## src/rtl/bpg_pkg.sv

```systemverilog
package bpg_pkg;

  typedef struct packed {
    logic oc;
    logic ov;
    logic uv;
  } bpg_flags_t;

  // switching is permitted only when enabled and neither hard fault is present
  function automatic logic bpg_allow(input logic enable, input bpg_flags_t f);
    return enable && !f.ov && !f.uv;
  endfunction

  // soft-start ramp restarts from zero on disable or undervoltage
  function automatic logic bpg_ramp_clear(input logic enable, input bpg_flags_t f);
    return !enable || f.uv;
  endfunction

endpackage

```

## src/rtl/bpg_period_timer.sv

```systemverilog
module bpg_period_timer #(
  parameter int TICKS = 100,
  parameter int CNT_W = $clog2(TICKS)
) (
  input  logic             clk,
  input  logic             rst_n,
  output logic [CNT_W-1:0] tick,
  output logic [CNT_W-1:0] tick_next,
  output logic             last
);

  assign last      = (tick == CNT_W'(TICKS - 1));
  assign tick_next = last ? '0 : tick + 1'b1;

  always_ff @(posedge clk) begin
    if (!rst_n) tick <= '0;
    else        tick <= tick_next;
  end

  // the counter wraps to zero after its final tick
  p_wrap_r1: assert property (@(posedge clk) disable iff (!rst_n)
    (tick == CNT_W'(TICKS - 1)) |=> (tick == '0));

endmodule

```

## src/rtl/bpg_soft_ramp.sv

```systemverilog
module bpg_soft_ramp #(
  parameter int DUTY_W     = 7,
  parameter int DUTY_MAX   = 90,
  parameter int STEP_TICKS = 1666,
  parameter int STEP_W     = (STEP_TICKS > 1) ? $clog2(STEP_TICKS) : 1
) (
  input  logic              clk,
  input  logic              rst_n,
  input  logic              clear,
  output logic [DUTY_W-1:0] limit,
  output logic              at_max
);

  localparam logic [DUTY_W-1:0] ONE = {{(DUTY_W-1){1'b0}}, 1'b1};

  logic [STEP_W-1:0] step_cnt;

  assign at_max = (limit == DUTY_W'(DUTY_MAX));

  always_ff @(posedge clk) begin
    if (!rst_n || clear) begin
      limit    <= '0;
      step_cnt <= '0;
    end else if (!at_max) begin
      if (step_cnt == STEP_W'(STEP_TICKS - 1)) begin
        step_cnt <= '0;
        limit    <= limit + ONE;
      end else begin
        step_cnt <= step_cnt + 1'b1;
      end
    end
  end

  // the limit only moves upward one step at a time, or drops to zero
  p_ramp_step_r4: assert property (@(posedge clk) disable iff (!rst_n)
    (limit != $past(limit)) |-> ((limit == $past(limit) + ONE) || (limit == '0)));

  // a clear request empties the ramp on the following cycle
  p_ramp_clear_r8: assert property (@(posedge clk) disable iff (!rst_n)
    clear |=> (limit == '0));

endmodule

```

## src/rtl/bpg_gate_stage.sv

```systemverilog
module bpg_gate_stage #(
  parameter int TICKS    = 100,
  parameter int DUTY_W   = 7,
  parameter int DUTY_MAX = 90,
  parameter int CNT_W    = $clog2(TICKS)
) (
  input  logic              clk,
  input  logic              rst_n,
  input  logic [CNT_W-1:0]  tick,
  input  logic [CNT_W-1:0]  tick_next,
  input  logic              last,
  input  logic [DUTY_W-1:0] duty_cmd,
  input  logic [DUTY_W-1:0] ss_limit,
  input  logic              allow,
  input  logic              oc,
  output logic              gate
);

  logic [DUTY_W-1:0] duty_lat;
  logic [DUTY_W-1:0] clamp_cmd;
  logic [DUTY_W-1:0] applied;
  logic [DUTY_W-1:0] duty_use;
  logic              oc_lat;
  logic              oc_hit;
  logic              cut;

  always_comb begin
    clamp_cmd = (32'(duty_cmd) > DUTY_MAX) ? DUTY_W'(DUTY_MAX) : duty_cmd;
    applied   = (ss_limit < clamp_cmd) ? ss_limit : clamp_cmd;
    duty_use  = last ? applied : duty_lat;
    oc_hit    = oc && gate;
    cut       = !last && (oc_lat || oc_hit);
  end

  always_ff @(posedge clk) begin
    if (!rst_n) begin
      duty_lat <= '0;
      oc_lat   <= 1'b0;
      gate     <= 1'b0;
    end else begin
      if (last) begin
        duty_lat <= applied;
        oc_lat   <= 1'b0;
      end else if (oc_hit) begin
        oc_lat   <= 1'b1;
      end
      gate <= allow && !cut && (32'(tick_next) < 32'(duty_use));
    end
  end

  // overcurrent seen during the on-time ends the pulse next cycle
  p_oc_cut_r6: assert property (@(posedge clk) disable iff (!rst_n)
    (oc && gate && !last) |=> !gate);

  // the gate is never high at or beyond the maximum on-time tick
  p_clamp_r3: assert property (@(posedge clk) disable iff (!rst_n)
    gate |-> (32'(tick) < DUTY_MAX));

  // the captured duty holds steady within a period
  p_duty_hold_r5: assert property (@(posedge clk) disable iff (!rst_n)
    !$past(last) |-> $stable(duty_lat));

endmodule

```

## src/rtl/bpg_gate_ctrl.sv

```systemverilog
module bpg_gate_ctrl
  import bpg_pkg::*;
#(
  parameter int TICKS_PER_PERIOD = 100,
  parameter int DUTY_W           = 7,
  parameter int DUTY_MAX         = 90,
  parameter int SS_TOTAL_TICKS   = 150000
) (
  input  logic              clk,
  input  logic              rst_n,
  input  logic              en,
  input  logic [DUTY_W-1:0] duty_cmd,
  input  logic              oc_flag,
  input  logic              ov_flag,
  input  logic              uv_flag,
  output logic              gate,
  output logic              running,
  output logic              soft_start
);

  localparam int CNT_W      = $clog2(TICKS_PER_PERIOD);
  localparam int STEP_RAW   = SS_TOTAL_TICKS / DUTY_MAX;
  localparam int STEP_TICKS = (STEP_RAW > 0) ? STEP_RAW : 1;

  bpg_flags_t        flags;
  logic              allow;
  logic              ramp_clear;
  logic [CNT_W-1:0]  tick;
  logic [CNT_W-1:0]  tick_next;
  logic              last;
  logic [DUTY_W-1:0] ss_limit;
  logic              ss_full;

  assign flags      = '{oc: oc_flag, ov: ov_flag, uv: uv_flag};
  assign allow      = bpg_allow(en, flags);
  assign ramp_clear = bpg_ramp_clear(en, flags);

  bpg_period_timer #(.TICKS(TICKS_PER_PERIOD), .CNT_W(CNT_W)) u_timer (
    .clk       (clk),
    .rst_n     (rst_n),
    .tick      (tick),
    .tick_next (tick_next),
    .last      (last)
  );

  bpg_soft_ramp #(
    .DUTY_W     (DUTY_W),
    .DUTY_MAX   (DUTY_MAX),
    .STEP_TICKS (STEP_TICKS)
  ) u_ramp (
    .clk    (clk),
    .rst_n  (rst_n),
    .clear  (ramp_clear),
    .limit  (ss_limit),
    .at_max (ss_full)
  );

  bpg_gate_stage #(
    .TICKS    (TICKS_PER_PERIOD),
    .DUTY_W   (DUTY_W),
    .DUTY_MAX (DUTY_MAX),
    .CNT_W    (CNT_W)
  ) u_gate (
    .clk       (clk),
    .rst_n     (rst_n),
    .tick      (tick),
    .tick_next (tick_next),
    .last      (last),
    .duty_cmd  (duty_cmd),
    .ss_limit  (ss_limit),
    .allow     (allow),
    .oc        (oc_flag),
    .gate      (gate)
  );

  always_ff @(posedge clk) begin
    if (!rst_n) running <= 1'b0;
    else        running <= allow;
  end

  assign soft_start = running && !ss_full;

  // overvoltage forces the gate low on the following cycle
  p_ov_off_r7: assert property (@(posedge clk) disable iff (!rst_n)
    ov_flag |=> (!gate && !running));

  // disable or undervoltage stops switching and the ramp
  p_uv_off_r8: assert property (@(posedge clk) disable iff (!rst_n)
    (!en || uv_flag) |=> (!gate && !soft_start && ss_limit == '0));

endmodule

```

## config.mk

```make
export PLATFORM = sky130hd
export DESIGN_NAME = bpg_gate_ctrl
export DESIGN_NICKNAME = d
export VERILOG_FILES = /design/src/rtl/bpg_pkg.sv /design/src/rtl/bpg_period_timer.sv /design/src/rtl/bpg_soft_ramp.sv /design/src/rtl/bpg_gate_stage.sv /design/src/rtl/bpg_gate_ctrl.sv
export SDC_FILE = /design/constraint.sdc
export NUM_CORES = 1
export LEC_CHECK = 0
export ABC_AREA = 0
export BUFFER_PORTS_ARGS = -buffer_cell sky130_fd_sc_hd__clkbuf_2
export CORE_ASPECT_RATIO = 0.9
export CORE_MARGIN = 2
export CORE_UTILIZATION = 54
export CTS_BUF_LIST = sky130_fd_sc_hd__clkbuf_16
export DETAILED_ROUTE_END_ITERATION = 8
export PLACE_DENSITY = 0.85
export SETUP_SLACK_MARGIN = 0.15
export SYNTH_ARGS = -nofsm -noshare
export SYNTH_HDL_FRONTEND = slang
export SYNTH_SLANG_ARGS = --single-unit
```

## constraint.sdc

```tcl
create_clock -name clk -period 2.9 [get_ports clk]
set_input_delay 0.29 -clock clk [delete_from_list [all_inputs] [get_ports clk]]
set_output_delay 0.29 -clock clk [all_outputs]
set_load 0.005 [all_outputs]
```

## Yosys cells after proc, flatten, opt, wreduce, memory -nomap -nowiden

Index checks and enable logic that the tools add are counted.

- Register bits: 35
- Bits of input ports: 13
- Output and inout port bits: 3

- Add/sub/neg operators: 3
- Magnitude comparators: 3
- Equality and inequality tests: 3
- Muxes and demuxes: 5
- Bitwise gates (word level): 2
- Reduce and logical (&&, ||, !) cells: 19

Operators by type and width:

| kind | number |
|---|---|
| 2-to-1 mux 7 bit | 4 |
| adder 7 x 1 -> 7 bit (second input constant) | 2 |
| equality test 7 bit (second input constant) | 2 |
| < comparator 7 bit | 2 |
| adder 11 x 1 -> 11 bit (second input constant) | 1 |
| equality test 11 bit (second input constant) | 1 |
| 2-to-1 mux 11 bit | 1 |
| greater-than comparator 7 bit (second input constant) | 1 |
| logical AND 1 bit | 7 |
| logical NOT 1 bit | 7 |
| logical OR 1 bit | 3 |
| NOT 1 bit | 2 |
| AND reduction 2 bit | 1 |
| OR reduction 2 bit | 1 |

## Logic depth before layout (Yosys ltp)

- Depth in word-level cells: 7
- Gate-level depth with buffers: 14

## Modules after synthesis

Synthesis repeated with hierarchy kept, for this count alone.

- Cells, all modules: 246
- Area total of the unflattened synthesis: 2198.4 sq um

Modules (own cells, without submodules):

| module | times used | cells each | area an instance (sq um) |
|---|---|---|---|
| bpg_soft_ramp | 1 | 109 | 960.9 |
| bpg_gate_stage | 1 | 93 | 837.1 |
| bpg_period_timer | 1 | 39 | 347.8 |
| bpg_gate_ctrl | 1 | 5 | 52.6 |

## Worst setup path before layout

OpenSTA, ideal clock, no wires.

- Path type: input to register
- From: in duty_cmd[6]
- To: reg u_gate.gate
- Setup time: 69 ps
- Data arrival time: 2717 ps
- Setup slack: 114 ps
- Stages: 14
- Buffers on the path: 0
- Cells stage by stage: inv_1 > o21ai_0 > ha_1 > a211oi_1 > nand4b_1 > nand3_1 > a31o_1 > o22ai_1 > ha_1 > and4_1 > nor3_1 > o211a_1 > nand2_1 > o21ai_1

- Longest elaborated chain between the ends: 7

RTL lines:

| what | RTL line | RTL |
|---|---|---|
| from (decl) | bpg_gate_ctrl.sv:12 | `input logic [DUTY_W-1:0] duty_cmd,` |
| greater-than comparator 7 bit | bpg_gate_stage.sv:28 | `clamp_cmd = (32'(duty_cmd) > DUTY_MAX) ? DUTY_W'(DUTY_MAX) : duty_cmd;` |
| 2-to-1 mux 7 bit * | bpg_gate_stage.sv:28 |  |
| < comparator 7 bit | bpg_gate_stage.sv:29 | `applied = (ss_limit < clamp_cmd) ? ss_limit : clamp_cmd;` |
| 2-to-1 mux 7 bit * | bpg_gate_stage.sv:29 |  |
| 2-to-1 mux 7 bit * | bpg_gate_stage.sv:30 | `duty_use = last ? applied : duty_lat;` |
| < comparator 7 bit * | bpg_gate_stage.sv:47 | `gate <= allow && !cut && (32'(tick_next) < 32'(duty_use));` |
| logical AND 1 bit * | bpg_gate_stage.sv:47 |  |
| to (signal assigned) | bpg_gate_stage.sv:47 |  |
| to (decl) | bpg_gate_stage.sv:16 | `output logic gate` |

Mark *: on every way between the ends. The rest lies on a longest branch, timed or not.
A chain may end at the register's enable or synchronous reset.

## Worst setup path in the final report

- From: in duty_cmd[5]
- To: reg u_gate.gate

Same word-level chain as after synthesis.

==> results.cfg <==
[global_routing]
grt_pass1_wl_mm = 8.97
antenna_found_initial = 0
grt_max_degree = 17
grt_pass1_vias = 2007
track_usage_pct = 25.1
grt_overflow = 0

[cells_and_area]
mostFrequentLayoutCells = buf_4, dfxtp_1, nor2_1, clkbuf_2, xnor2_1
mostFrequentLayoutCell = buf_4
nNetsFinal = 333
fillCellCount = 242
layout-drive-gt1-share_pct = 30.9
final_util_pct = 77.6
syn2layout_area_growth_pct = 38.3
fin_cells = 350
antenna_cells = 0

[power_and_ir_drop]
power.total_mw = 1.12
power.leakage_nw = 1.08
powerDensity_nw_per_um2 = 388
peakVddDrop_v = 0.000422

[clocking]
clkSinkCount = 35
cts_tree = yes
clk_latency_ns = 0.28
clockRootBuffer = clkbuf_16
clockBufferDepth = 2
cts_buffers = 5
path_clk_slew_ns = 0.05
h-tree-depth = 2
cts_hold_buf = 0

[synth]
yosys.area_share.simple_pct = 27.0
muxShareOfSynthArea_pct = 0.538
synth_cell_types = 51
ys_ff_latch = 35
syn_area_per_cell_um2 = 8.51
async_flop_share_pct = 0
synth_top_family_by_area = simple AND/OR/NAND/NOR gates
synth_xor_area_share_pct = 8.37
synth-main-ff-cell = dfxtp_1
syn_area_um2 = 2090
syn-num-nets = 276
synth_compound_area_share_pct = 18.1
synth-warning-count = 0
synth_cells = 246
synth_edf_count = 0
yosys.area_share.adder_pct = 10.2
synth_seq_area_share_pct = 33.5

[detailed_routing]
drtPass1Iterations = 5
via_per_inst = 6.43
wl_mm = 6.38
drtIter0Drc = 225
avgRoutedWirePerCell_um = 18.2
ant_nets = 0
post-route-drc-count = 0
num_vias = 2250

[sta]
max_freq_mhz = 349
tns_ns = 0
finClkSkew_ns = 0.00302
rsz0062_at_grt = true
setup_violations = 0
final.min_clock_period_ns = 2.87
max_slew_margin_pct = 67.7
layout_setup_ws_ns = 0.0338
period_share_pct = 98.8
worst_pin_slew_ns = 0.483
hold_viol = 0
report.final.slew_viol_count = 0

[run]
maxCapViolations = 0

[die]
die_width_um = 69.6
initial_core_util_pct = 56.1
dieArea_um2 = 4390
rows = 21
ios = 16
die_y_um = 63.1
core_um2 = 3730

[outcome]
status = finished, final reports clean

[setup_path]
required_ns = 3.12
path_cells = clkbuf_2 > buf_6 > a21oi_2 > ha_1 > nand4_1 > or4_1 > or3_1 > o2111a_2 > ha_4 > and4_1 > nor3_1 > o211a_1 > nand2_1 > o21ai_1
crit_start = duty_cmd[5]
worst-path-max-fanout = 6
crit_family = simple AND/OR/NAND/NOR gates
worst_ep_arrival_time_ns = 3.08
path_buf_inv = 2
r2r_start = u_ramp.limit[3]$_SDFFE_PP0P_
regToRegSetupSlack_ns = 0.08
cp.depth = 14
crit_type = input pin to flip-flop
critPathCaptureType = flip-flop
slowest_stage = or4_1
slowest_delay_ns = 0.47
ff2ff_path_depth = 11
crit_path_start_kind = input pin

[place]
dp.final_hpwl_mm = 3.84
numPortBuffers = 15
numPlacedInstances = 333
place.gp.congestion = 0.927
dpl_worst_slack_ns = -0.334

[min_path]
hold_start = ov_flag
hold_path.class = input pin to flip-flop
hold_depth = 2
-- report_power, final --
group          switching (mW)  internal (mW)
registers             0.00401          0.486
clock network           0.194          0.310
logic                  0.0678         0.0596
total                   0.266          0.855
-- what timing repair did --
| item | in CTS | in global routing |
|---|---|---|
| pin swaps | 10 | 13 |
| cloned | 0 | 0 |
| buffers inserted | 2 | 7 |
| resized for setup | 13 | 27 |
| endpoints found under the setup margin | 1 | 1 |
-- registers in the layout, summed over array words and instances, names as in the netlist --
name	count
u_gate.duty_lat	7
u_ramp.step_cnt	11
u_gate.gate	1
u_timer.tick	7
u_gate.oc_lat	1
u_ramp.limit	7
running	1
-- area by class of cell --
class / instances / area, um2 / share of cell area [%]
clock buffers: 5 / 125 / 4.32
clock inverters: 3 / 12.5 / 0.432
inverters: 7 / 26.3 / 0.908
multi-input cells: 198 / 1580 / 54.4
flip-flops and latches: 35 / 704 / 24.3
well taps: 46 / 57.6 / 1.99
repair buffers: 56 / 393 / 13.6
-- worst paths after layout --
kind                           endpoint
max              u_gate.gate$_SDFF_PN0_
min                  running$_SDFF_PN0_
max reg2reg      u_gate.gate$_SDFF_PN0_
min reg2reg  u_gate.oc_lat$_SDFFE_PP0P_
-- cells by family after synthesis --
group	after synthesis
adder cells (fa/ha/maj)	17
AO/OA/AOI/OAI	53
multiplexers	1
flip-flops	35
XOR/XNOR	20
buffers and inverters	13
AND/OR/NAND/NOR	107
-- routing by layer --
metal	track usage, %	vias up	share of wire (%)
met2	41.3	135	47
met4	8.41	0	3.6
met5	0	-	0
met1	32.6	1052	42
li1	-	1037	-
met3	5.92	26	7.4
-- Yosys cell counts (all sizes together) (6+ instances only) --
cell type | instances | share of area [%]
nor3 | 9 | 2.2
xnor2 | 12 | 5.0
o21ai | 6 | 1.4
nand4 | 8 | 2.4
xor2 | 8 | 3.3
ha | 17 | 10
nor2 | 31 | 5.7
nand2 | 12 | 2.2
nand3 | 13 | 3.1
a21oi | 14 | 3.3
inv | 7 | 1.3
dfxtp | 35 | 33
-- stage by stage --
step | hold slack, ns | instance area, um2
6_report | 0.197 | 2890
3_3_place_gp | 0.455 | 2460
4_1_cts | 0.202 | 2670
3_5_place_dp | 0.467 | 2460
5_1_grt | 0.200 | 2890
2_1_floorplan | 0.362 | 2110
Note: power is estimated with default switching activity, not from simulation.
